==> config.mk <==
export PLATFORM = sky130hd
export DESIGN_NAME = ipi_gen
export DESIGN_NICKNAME = d
export VERILOG_FILES = /design/src/rtl/ipi_pkg.sv /design/src/rtl/ipi_addr_decode.sv /design/src/rtl/ipi_src_flags.sv /design/src/rtl/ipi_pulse_gen.sv /design/src/rtl/ipi_gen.sv
export SDC_FILE = /design/constraint.sdc
export NUM_CORES = 1
export LEC_CHECK = 0
export ABC_AREA = 0
export BUFFER_PORTS_ARGS = -buffer_cell sky130_fd_sc_hd__buf_4
export CAP_MARGIN = 20
export CORE_UTILIZATION = 54
export CTS_CLUSTER_DIAMETER = 120
export DETAILED_ROUTE_END_ITERATION = 12
export GPL_TIMING_DRIVEN = 0
export PLACE_DENSITY = 0.86
export SLEW_MARGIN = 20
export SYNTH_ARGS = -nofsm -noshare
export SYNTH_HDL_FRONTEND = slang
export SYNTH_SLANG_ARGS = --single-unit
==> constraint.sdc <==
create_clock -name clk_i -period 3.3 [get_ports clk_i]
set_input_delay 0.33 -clock clk_i [delete_from_list [all_inputs] [get_ports clk_i]]
set_output_delay 0.33 -clock clk_i [all_outputs]
set_load 0.05 [all_outputs]
==> src/rtl/ipi_pkg.sv <==
package ipi_pkg;
  localparam int DATA_W  = 32;
  localparam int SRC_W   = 28;
  localparam int SRC_LSB = 4;
  localparam int FIRE_BIT = 0;
  localparam int IDX_W   = 8;

  typedef logic [SRC_W-1:0] src_t;

  typedef enum logic [1:0] {
    REG_NONE = 2'd0,
    REG_NMI  = 2'd1,
    REG_GEN  = 2'd2,
    REG_ACK  = 2'd3
  } reg_kind_e;

  typedef struct packed {
    reg_kind_e        kind;
    logic [IDX_W-1:0] idx;
  } reg_sel_t;

  function automatic int gen_base(int n);
    return n;
  endfunction

  function automatic int ack_base(int n);
    return 2 * n + 1;
  endfunction

  function automatic int map_words(int n);
    return 3 * n + 2;
  endfunction
endpackage

==> src/rtl/ipi_addr_decode.sv <==
module ipi_addr_decode
  import ipi_pkg::*;
#(
  parameter int N_CORES = 4,
  parameter int ADDR_W  = 5
) (
  input  logic [ADDR_W-1:0] addr_i,
  output reg_sel_t          sel_o
);
  localparam int GEN_LO = gen_base(N_CORES);
  localparam int ACK_LO = ack_base(N_CORES);
  localparam int END_W  = map_words(N_CORES);

  int a;
  assign a = int'(addr_i);

  always_comb begin
    sel_o.kind = REG_NONE;
    sel_o.idx  = '0;
    if (a < GEN_LO) begin
      sel_o.kind = REG_NMI;
      sel_o.idx  = IDX_W'(a);
    end else if (a < ACK_LO) begin
      sel_o.kind = REG_GEN;
      sel_o.idx  = IDX_W'(a - GEN_LO);
    end else if (a < END_W) begin
      sel_o.kind = REG_ACK;
      sel_o.idx  = IDX_W'(a - ACK_LO);
    end
  end
endmodule

==> src/rtl/ipi_src_flags.sv <==
module ipi_src_flags
  import ipi_pkg::*;
#(
  parameter int N_TGT = 5
) (
  input  logic                        clk_i,
  input  logic                        rst_ni,
  input  logic [N_TGT-1:0]            set_sel_i,
  input  logic [N_TGT-1:0]            clr_sel_i,
  input  src_t                        bits_i,
  output logic [N_TGT-1:0][SRC_W-1:0] flags_o
);
  for (genvar t = 0; t < N_TGT; t++) begin : g_tgt
    src_t set_m, clr_m;
    assign set_m = set_sel_i[t] ? bits_i : '0;
    assign clr_m = clr_sel_i[t] ? bits_i : '0;

    // set applied after clear: set wins on overlap
    always_ff @(posedge clk_i or negedge rst_ni) begin
      if (!rst_ni) flags_o[t] <= '0;
      else         flags_o[t] <= (flags_o[t] & ~clr_m) | set_m;
    end
  end
endmodule

==> src/rtl/ipi_pulse_gen.sv <==
module ipi_pulse_gen #(
  parameter int WIDTH = 4
) (
  input  logic             clk_i,
  input  logic             rst_ni,
  input  logic [WIDTH-1:0] req_i,
  output logic [WIDTH-1:0] pulse_o
);
  for (genvar l = 0; l < WIDTH; l++) begin : g_lane
    logic pend_q, want;
    assign want = req_i[l] | pend_q;

    // a request during a high cycle is parked and fires after one low cycle
    always_ff @(posedge clk_i or negedge rst_ni) begin
      if (!rst_ni) begin
        pulse_o[l] <= 1'b0;
        pend_q     <= 1'b0;
      end else begin
        pulse_o[l] <= want & ~pulse_o[l];
        pend_q     <= want & pulse_o[l];
      end
    end
  end
endmodule

==> src/rtl/ipi_gen.sv <==
module ipi_gen
  import ipi_pkg::*;
#(
  parameter int N_CORES = 4,
  parameter int ADDR_W  = 5
) (
  input  logic               clk_i,
  input  logic               rst_ni,
  input  logic               wr_en_i,
  input  logic [ADDR_W-1:0]  addr_i,
  input  logic [DATA_W-1:0]  wdata_i,
  output logic [DATA_W-1:0]  rdata_o,
  output logic [N_CORES-1:0] ipi_o,
  output logic [N_CORES-1:0] nmi_o,
  output logic               host_irq_o
);
  localparam int N_TGT = N_CORES + 1;  // last target is the host

  reg_sel_t                    sel;
  logic [N_TGT-1:0]            set_sel, clr_sel, fire_req;
  logic [N_CORES-1:0]          nmi_req;
  logic [N_TGT-1:0]            tgt_pulse;
  logic [N_TGT-1:0][SRC_W-1:0] flags_q;
  src_t                        wbits;
  logic                        fire;

  assign wbits = wdata_i[SRC_LSB +: SRC_W];
  assign fire  = wdata_i[FIRE_BIT];

  ipi_addr_decode #(.N_CORES(N_CORES), .ADDR_W(ADDR_W)) u_dec (
    .addr_i (addr_i),
    .sel_o  (sel)
  );

  for (genvar t = 0; t < N_TGT; t++) begin : g_sel
    logic hit;
    assign hit         = wr_en_i && (sel.idx == IDX_W'(t));
    assign set_sel[t]  = hit && (sel.kind == REG_GEN);
    assign clr_sel[t]  = hit && (sel.kind == REG_ACK);
    assign fire_req[t] = set_sel[t] && fire;
  end

  for (genvar c = 0; c < N_CORES; c++) begin : g_nmi
    assign nmi_req[c] = wr_en_i && (sel.kind == REG_NMI) &&
                        (sel.idx == IDX_W'(c)) && fire;
  end

  ipi_src_flags #(.N_TGT(N_TGT)) u_flags (
    .clk_i     (clk_i),
    .rst_ni    (rst_ni),
    .set_sel_i (set_sel),
    .clr_sel_i (clr_sel),
    .bits_i    (wbits),
    .flags_o   (flags_q)
  );

  ipi_pulse_gen #(.WIDTH(N_TGT)) u_tgt_pulse (
    .clk_i   (clk_i),
    .rst_ni  (rst_ni),
    .req_i   (fire_req),
    .pulse_o (tgt_pulse)
  );

  ipi_pulse_gen #(.WIDTH(N_CORES)) u_nmi_pulse (
    .clk_i   (clk_i),
    .rst_ni  (rst_ni),
    .req_i   (nmi_req),
    .pulse_o (nmi_o)
  );

  assign ipi_o      = tgt_pulse[N_CORES-1:0];
  assign host_irq_o = tgt_pulse[N_CORES];

  // both views of a target return the same flags; fire and reserved bits read 0
  always_comb begin
    rdata_o = '0;
    if (sel.kind == REG_GEN || sel.kind == REG_ACK) begin
      for (int t = 0; t < N_TGT; t++) begin
        if (sel.idx == IDX_W'(t)) rdata_o[SRC_LSB +: SRC_W] = flags_q[t];
      end
    end
  end
endmodule

---- After elaboration in Yosys (flattened, before gate mapping) ----
Index checks and enable logic that the tools add are counted.
cells by class
  add/sub/neg operators ................... 2
  magnitude comparators ................... 3
  equal/unequal tests ..................... 7
  mux-type cells .......................... 19
  bitwise logic cells ..................... 51
  reduce and logical (&&, ||, !) cells .... 31
operator list
  cell                                                                           count
  28-bit 2-to-1 mux                                                              16
  28-bit bitwise AND                                                             5
  28-bit NOT                                                                     5
  28-bit OR                                                                      5
  10-bit 2-to-1 mux                                                              3
  1-bit logical AND                                                              29
  1-bit bitwise AND                                                              18
  8-bit by 2-bit equality test with 1-bit output (second input constant)         2
  5-bit by 4-bit less-than comparator with 1-bit output (second input constant)  2
  1-bit NOT                                                                      9
  1-bit OR                                                                       9
  8-bit by 1-bit equality test with 1-bit output (second input constant)         1
  8-bit by 3-bit equality test with 1-bit output (second input constant)         1
  8-bit zero test                                                                1
  5-bit by 3-bit subtractor with 6-bit output (second input constant)            1
  5-bit by 4-bit subtractor with 6-bit output (second input constant)            1
  5-bit by 3-bit less-than comparator with 1-bit output (second input constant)  1
  2-bit equality test (second input constant)                                    2
  2-bit by 1-bit equality test with 1-bit output (second input constant)         1
  1-bit logical OR                                                               1
storage, ports and cells
  register bits after elaboration ......... 158
  bits of input ports ..................... 40
  output and inout bits ................... 41
  logic and storage cells ................. 136

---- Depth between registers and ports, before layout ----
  depth in word-level cells ............... 11
  gate-level depth with buffers ........... 13

---- Modules after synthesis ----
A second synthesis with hierarchy kept.
second synthesis, totals
  cell total of the unflattened synthesis .. 795
  area, all modules ....................... 8525.7 µm²
by module, submodules not included
  module                        times used  cells each  area an instance (µm²)  sequential area each (µm²)
  ipi_src_flags                 1           478         5908.2                  3503.4
  ipi_gen                       1           237         1670.4                  0.0
  ipi_addr_decode               1           44          339.1                   0.0
  ipi_pulse_gen at u_tgt_pulse  1           20          337.8                   250.2
  ipi_pulse_gen at u_nmi_pulse  1           16          270.3                   200.2

---- Worst setup path before layout ----
OpenSTA, ideal clock, no wires.
  kind .................................... input port to output port
  start point ............................. in addr_i[2]
  end point ............................... out rdata_o[31]
  data arrival time ....................... 3.408 ns
  data required time ...................... 2.970 ns
  path slack .............................. -0.438 ns
  cell stages on the path ................. 11
  buffers on the path ..................... 2
  cells stage by stage .................... buf_2 inv_1 ha_1 ha_1 buf_2 a311o_4 a21oi_4 o21ai_0 nor2_1 a2bb2oi_1 o21ai_0
on the way
  cells in the longest elaborated chain, start to end .. 11
  elaborated cells between the ends (all ways) .. 22
  those cells by class .................... 2 x add/sub; 3 x order compare; 6 x eq/ne; 9 x mux; 2 x reduce/logical
RTL lines
  what                                                                                                                  RTL line                                      text
  start: declaration                                                                                                    ipi_gen.sv:10                                 input logic [ADDR_W-1:0] addr_i,
  5-bit by 4-bit subtractor with 6-bit output or 5-bit by 4-bit less-than comparator with 1-bit output (tied branches)  ipi_addr_decode.sv:28, ipi_addr_decode.sv:26
  10-bit 2-to-1 mux                                                                                                     ipi_addr_decode.sv:26                         end else if (a < END_W) begin
  10-bit 2-to-1 mux                                                                                                     ipi_addr_decode.sv:23                         end else if (a < ACK_LO) begin
  10-bit 2-to-1 mux *                                                                                                   ipi_addr_decode.sv:20                         if (a < GEN_LO) begin
  8-bit zero test                                                                                                       ipi_gen.sv:79                                 if (sel.idx == IDX_W'(t)) rdata_o[SRC_LSB +: SRC_W] = flags_q[t];
  28-bit 2-to-1 mux (5 in a row)                                                                                        ipi_gen.sv:79
  28-bit 2-to-1 mux *                                                                                                   ipi_gen.sv:77                                 if (sel.kind == REG_GEN || sel.kind == REG_ACK) begin
  end: declaration                                                                                                      ipi_gen.sv:12                                 output logic [DATA_W-1:0] rdata_o,
Every way passes the cells marked *; elsewhere a longest branch is shown, timed or not.

---- Final worst setup path ----
Same ends and word-level chain as after synthesis.

==> results.cfg <==
[run_status]
status = finished with violations
violations = negative setup slack

[yosys]
postSynthAreaPerCell_um2 = 9.89
synth_area_leaders = dfrtp_1 50%, a22o_1 15%, nand2_1 8.7%
synth_edf_count = 0
synth_area_leader_cell = dfrtp_1
ys_seq_area_share_pct = 49.5
synth_flop_cell = dfrtp_1
ys_ff_latch = 158
syn_inst = 807
synth_common_cells = 185 x nand2_1, 158 x dfrtp_1, 140 x a22o_1, 47 x o21ai_0, 44 x clkbuf_1
synth_top_area_share_pct = 49.5
ys_types = 59
async_flop_share_pct = 100
synth_warnings = 0
synth_most_common_cell = nand2_1
synthesis.area_um2 = 7980

[critical_path]
worstPathMaxFanout = 7
arrival_ps = 3030
reg2reg_slack_ps = 2470
crit_path_end_kind = primary output
worstPathBufferInverterCount = 7
critPathSlowestCell = a311o_4
worst_ep_required_time_ps = 2970
ff2ff_path_depth = 2
startpoint_type = input port
path_cells = buf_4 > buf_8 > inv_2 > ha_4 > ha_4 > buf_8 > a311o_4 > a211oi_4 > buf_4 > buf_4 > a21o_1 > mux2_2 > nand2_1 > o21ai_1 > buf_4
critical_path.top_delay_family = compound AO/OA/AOI/OAI gates
r2r-start = u_nmi_pulse.g_lane[1].pend_q
cp_common_cell = buf_4
critPathMaxStageDelay_ps = 430
timing.rr.end = u_nmi_pulse.g_lane[1].pend_q
worstSetupPathType = input port to primary output

[clocking]
cts_buffer_depth = 2
htreeDepth = 4
numCtsBuffers = 17
cts.sinks = 158
clockRootBuffer = clkbuf_16
clk_latency_ps = 440
clkTransAtPathRegs_ps = 70
cts_tree = done

[power]
peakVddDrop_mv = 0.431
p_switching_mw = 1.68
netSwitchingFraction_pct = 31.0
p_leak_nw = 4.45
p_total_mw = 5.43
p_per_area_nw_per_um2 = 533
clockPowerShare_pct = 34.2
internal-power_mw = 3.75
power_frac_seq_pct = 43.6
p_comb_share_pct = 22.1

[timing]
fin_skew_ps = 2.55
min_period_ps = 3360
relSlewSlack_pct = 40.2
hold_viol_final = 0
report.final.setup_viol = 6
setup_slack_ps = -58.5
tightest_slew_ps = 890
finalCritPeriodShare_pct = 102
slew_violations = 0
max_freq_mhz = 298
fin_tns_setup_ps = -108

[global_route]
grt_usage_pct = 32.0
grt_antenna_before_repair = 0
grt_max_degree = 95
grt_pass1_wl_mm = 36.3
overflow = 0
grt_pass1_vias = 6826

[floorplanning]
core_um2 = 14500
die_area_um2 = 15300
ioPinCount = 81
start_util_pct = 55.1
fp-row-count = 44
die_w_um = 124
die_h_um = 124

[placement]
place_congestion = 0.870
io_buffers = 42
dpl.hpwl_mm = 14.4

[route]
ant_nets = 0
first_iter_violations = 881
finalWirelength_mm = 25.3
met1Wirelength_mm = 9.99
via_per_inst = 6.66
vias = 7358
wl_per_cell_um = 22.9
wl_met2_mm = 11.8
top_layer = met4
drc = 0
dr_wl_met3_mm = 2.34
drt_first_pass_iters = 5

[min_path]
hold_class = input port to flop
hold_depth = 3
holdPathEnd = u_tgt_pulse.pulse_o[1]
hold_start = wdata_i[0]

[cells_and_area]
num_antenna_cells = 0
multiInputGateArea_um2 = 4210
nFillCells = 972
seqCellArea_um2 = 3950
final_layout_size_suffix_gt1_share_pct = 28.7
finish.net_count = 953
area_delta_synth_final_pct = 27.7

[flow_run]
drv_cap = 0
[logic make-up after synthesis]
| family | count (synthesis) | synth area share, % |
|---|---|---|
| compound gates | 286 | 27.9 |
| simple gates | 252 | 14.0 |
| flops | 158 | 49.5 |
| buf+inv | 89 | 5.46 |
| mux | 16 | 2.26 |
| fa+ha+maj | 5 | 0.784 |
| other cells | 1 | 0.0470 |
[per-stage QoR]
step | instances | setup slack, ps | hold WS [ps] | cell area (µm²) | util (%)
6_report | 1105 | -58.5 | 238 | 10200 | 70.4
3_5_place_dp | 1037 | -850 | 311 | 8800 | 60.8
3_3_place_gp | 1036 | -769 | 429 | 8770 | 60.6
4_1_cts | 1082 | 5.10 | 226 | 9710 | 67.0
5_1_grt | 1105 | -125 | 275 | 10200 | 70.4
2_1_floorplan | 810 | -87.6 | 34.4 | 8220 | -
[layout make-up]
cell class,instances,area share (%)
clock inverter,11,0.822
buffer,81,5.23
timing repair buffer,79,6.64
tap,184,2.26
multi-input combinational,563,41.3
clock buffer,21,4.62
sequential,158,38.8
inverter,8,0.295
[flip-flops by register name (all words and copies together) (netlist names)]
signal	flops
u_flags.flags_o	140
u_nmi_pulse.g_lane.pend_q	4
u_nmi_pulse.pulse_o	4
u_tgt_pulse.g_lane.pend_q	5
u_tgt_pulse.pulse_o	5
[power by group through the flow]
stage	Combinational, mW	Clock, mW	Sequential (mW)
floorplan	0.741	0	2.32
global placement	0.936	0	2.35
detailed placement	0.979	0	2.36
CTS	1.06	1.85	2.34
global route	1.27	1.94	2.38
finish	1.20	1.86	2.37
[cells in the final DEF, fill, tap and decap left out, types with 19 or more instances in the layout]
cell type and n:
a21oi_1 19, a22o_1 140, buf_4 72, buf_6 25, clkbuf_1 33, dfrtp_1 158, nand2_1 180, nor2_1 28
o21ai_4 22
[timing repair]
item / 4_1_cts / 5_1_grt
endpoints found under the setup margin: 28 / 28
gates cloned: 0 / 2
pin swaps: 12 / 17
hold buffers: 1 / 0
buffers inserted: 12 / 21
hold endpoints to repair: 64 / 0
resized for setup: 84 / 75
[metal layers]
metal	track usage, %	vias up
met4	17.0	0
met2	49.4	465
met1	42.2	3677
li1	-	3109
met5	0	-
met3	7.55	107
[worst reg2reg max path: cells and delay by family, from the launching register on]
kind | cells | cell delay [ps]
flip-flops | 1 | 370
AND/OR/NAND/NOR | 1 | 90
AO/OA/AOI/OAI | 1 | 240
[how the worst max path moves through the flow]
stage | startpoint | end | slack [ps] | cells after the start
2_1_floorplan | addr_i[2] | rdata_o[12] | -90 | 12
3_3_place_gp | addr_i[2] | rdata_o[26] | -770 | 14
3_5_place_dp | addr_i[2] | rdata_o[26] | -850 | 14
4_1_cts | addr_i[2] | rdata_o[17] | 5 | 14
5_1_grt | addr_i[2] | rdata_o[8] | -130 | 13
6_report | addr_i[2] | rdata_o[31] | -60 | 15
Power figures use the tool's default switching activity.
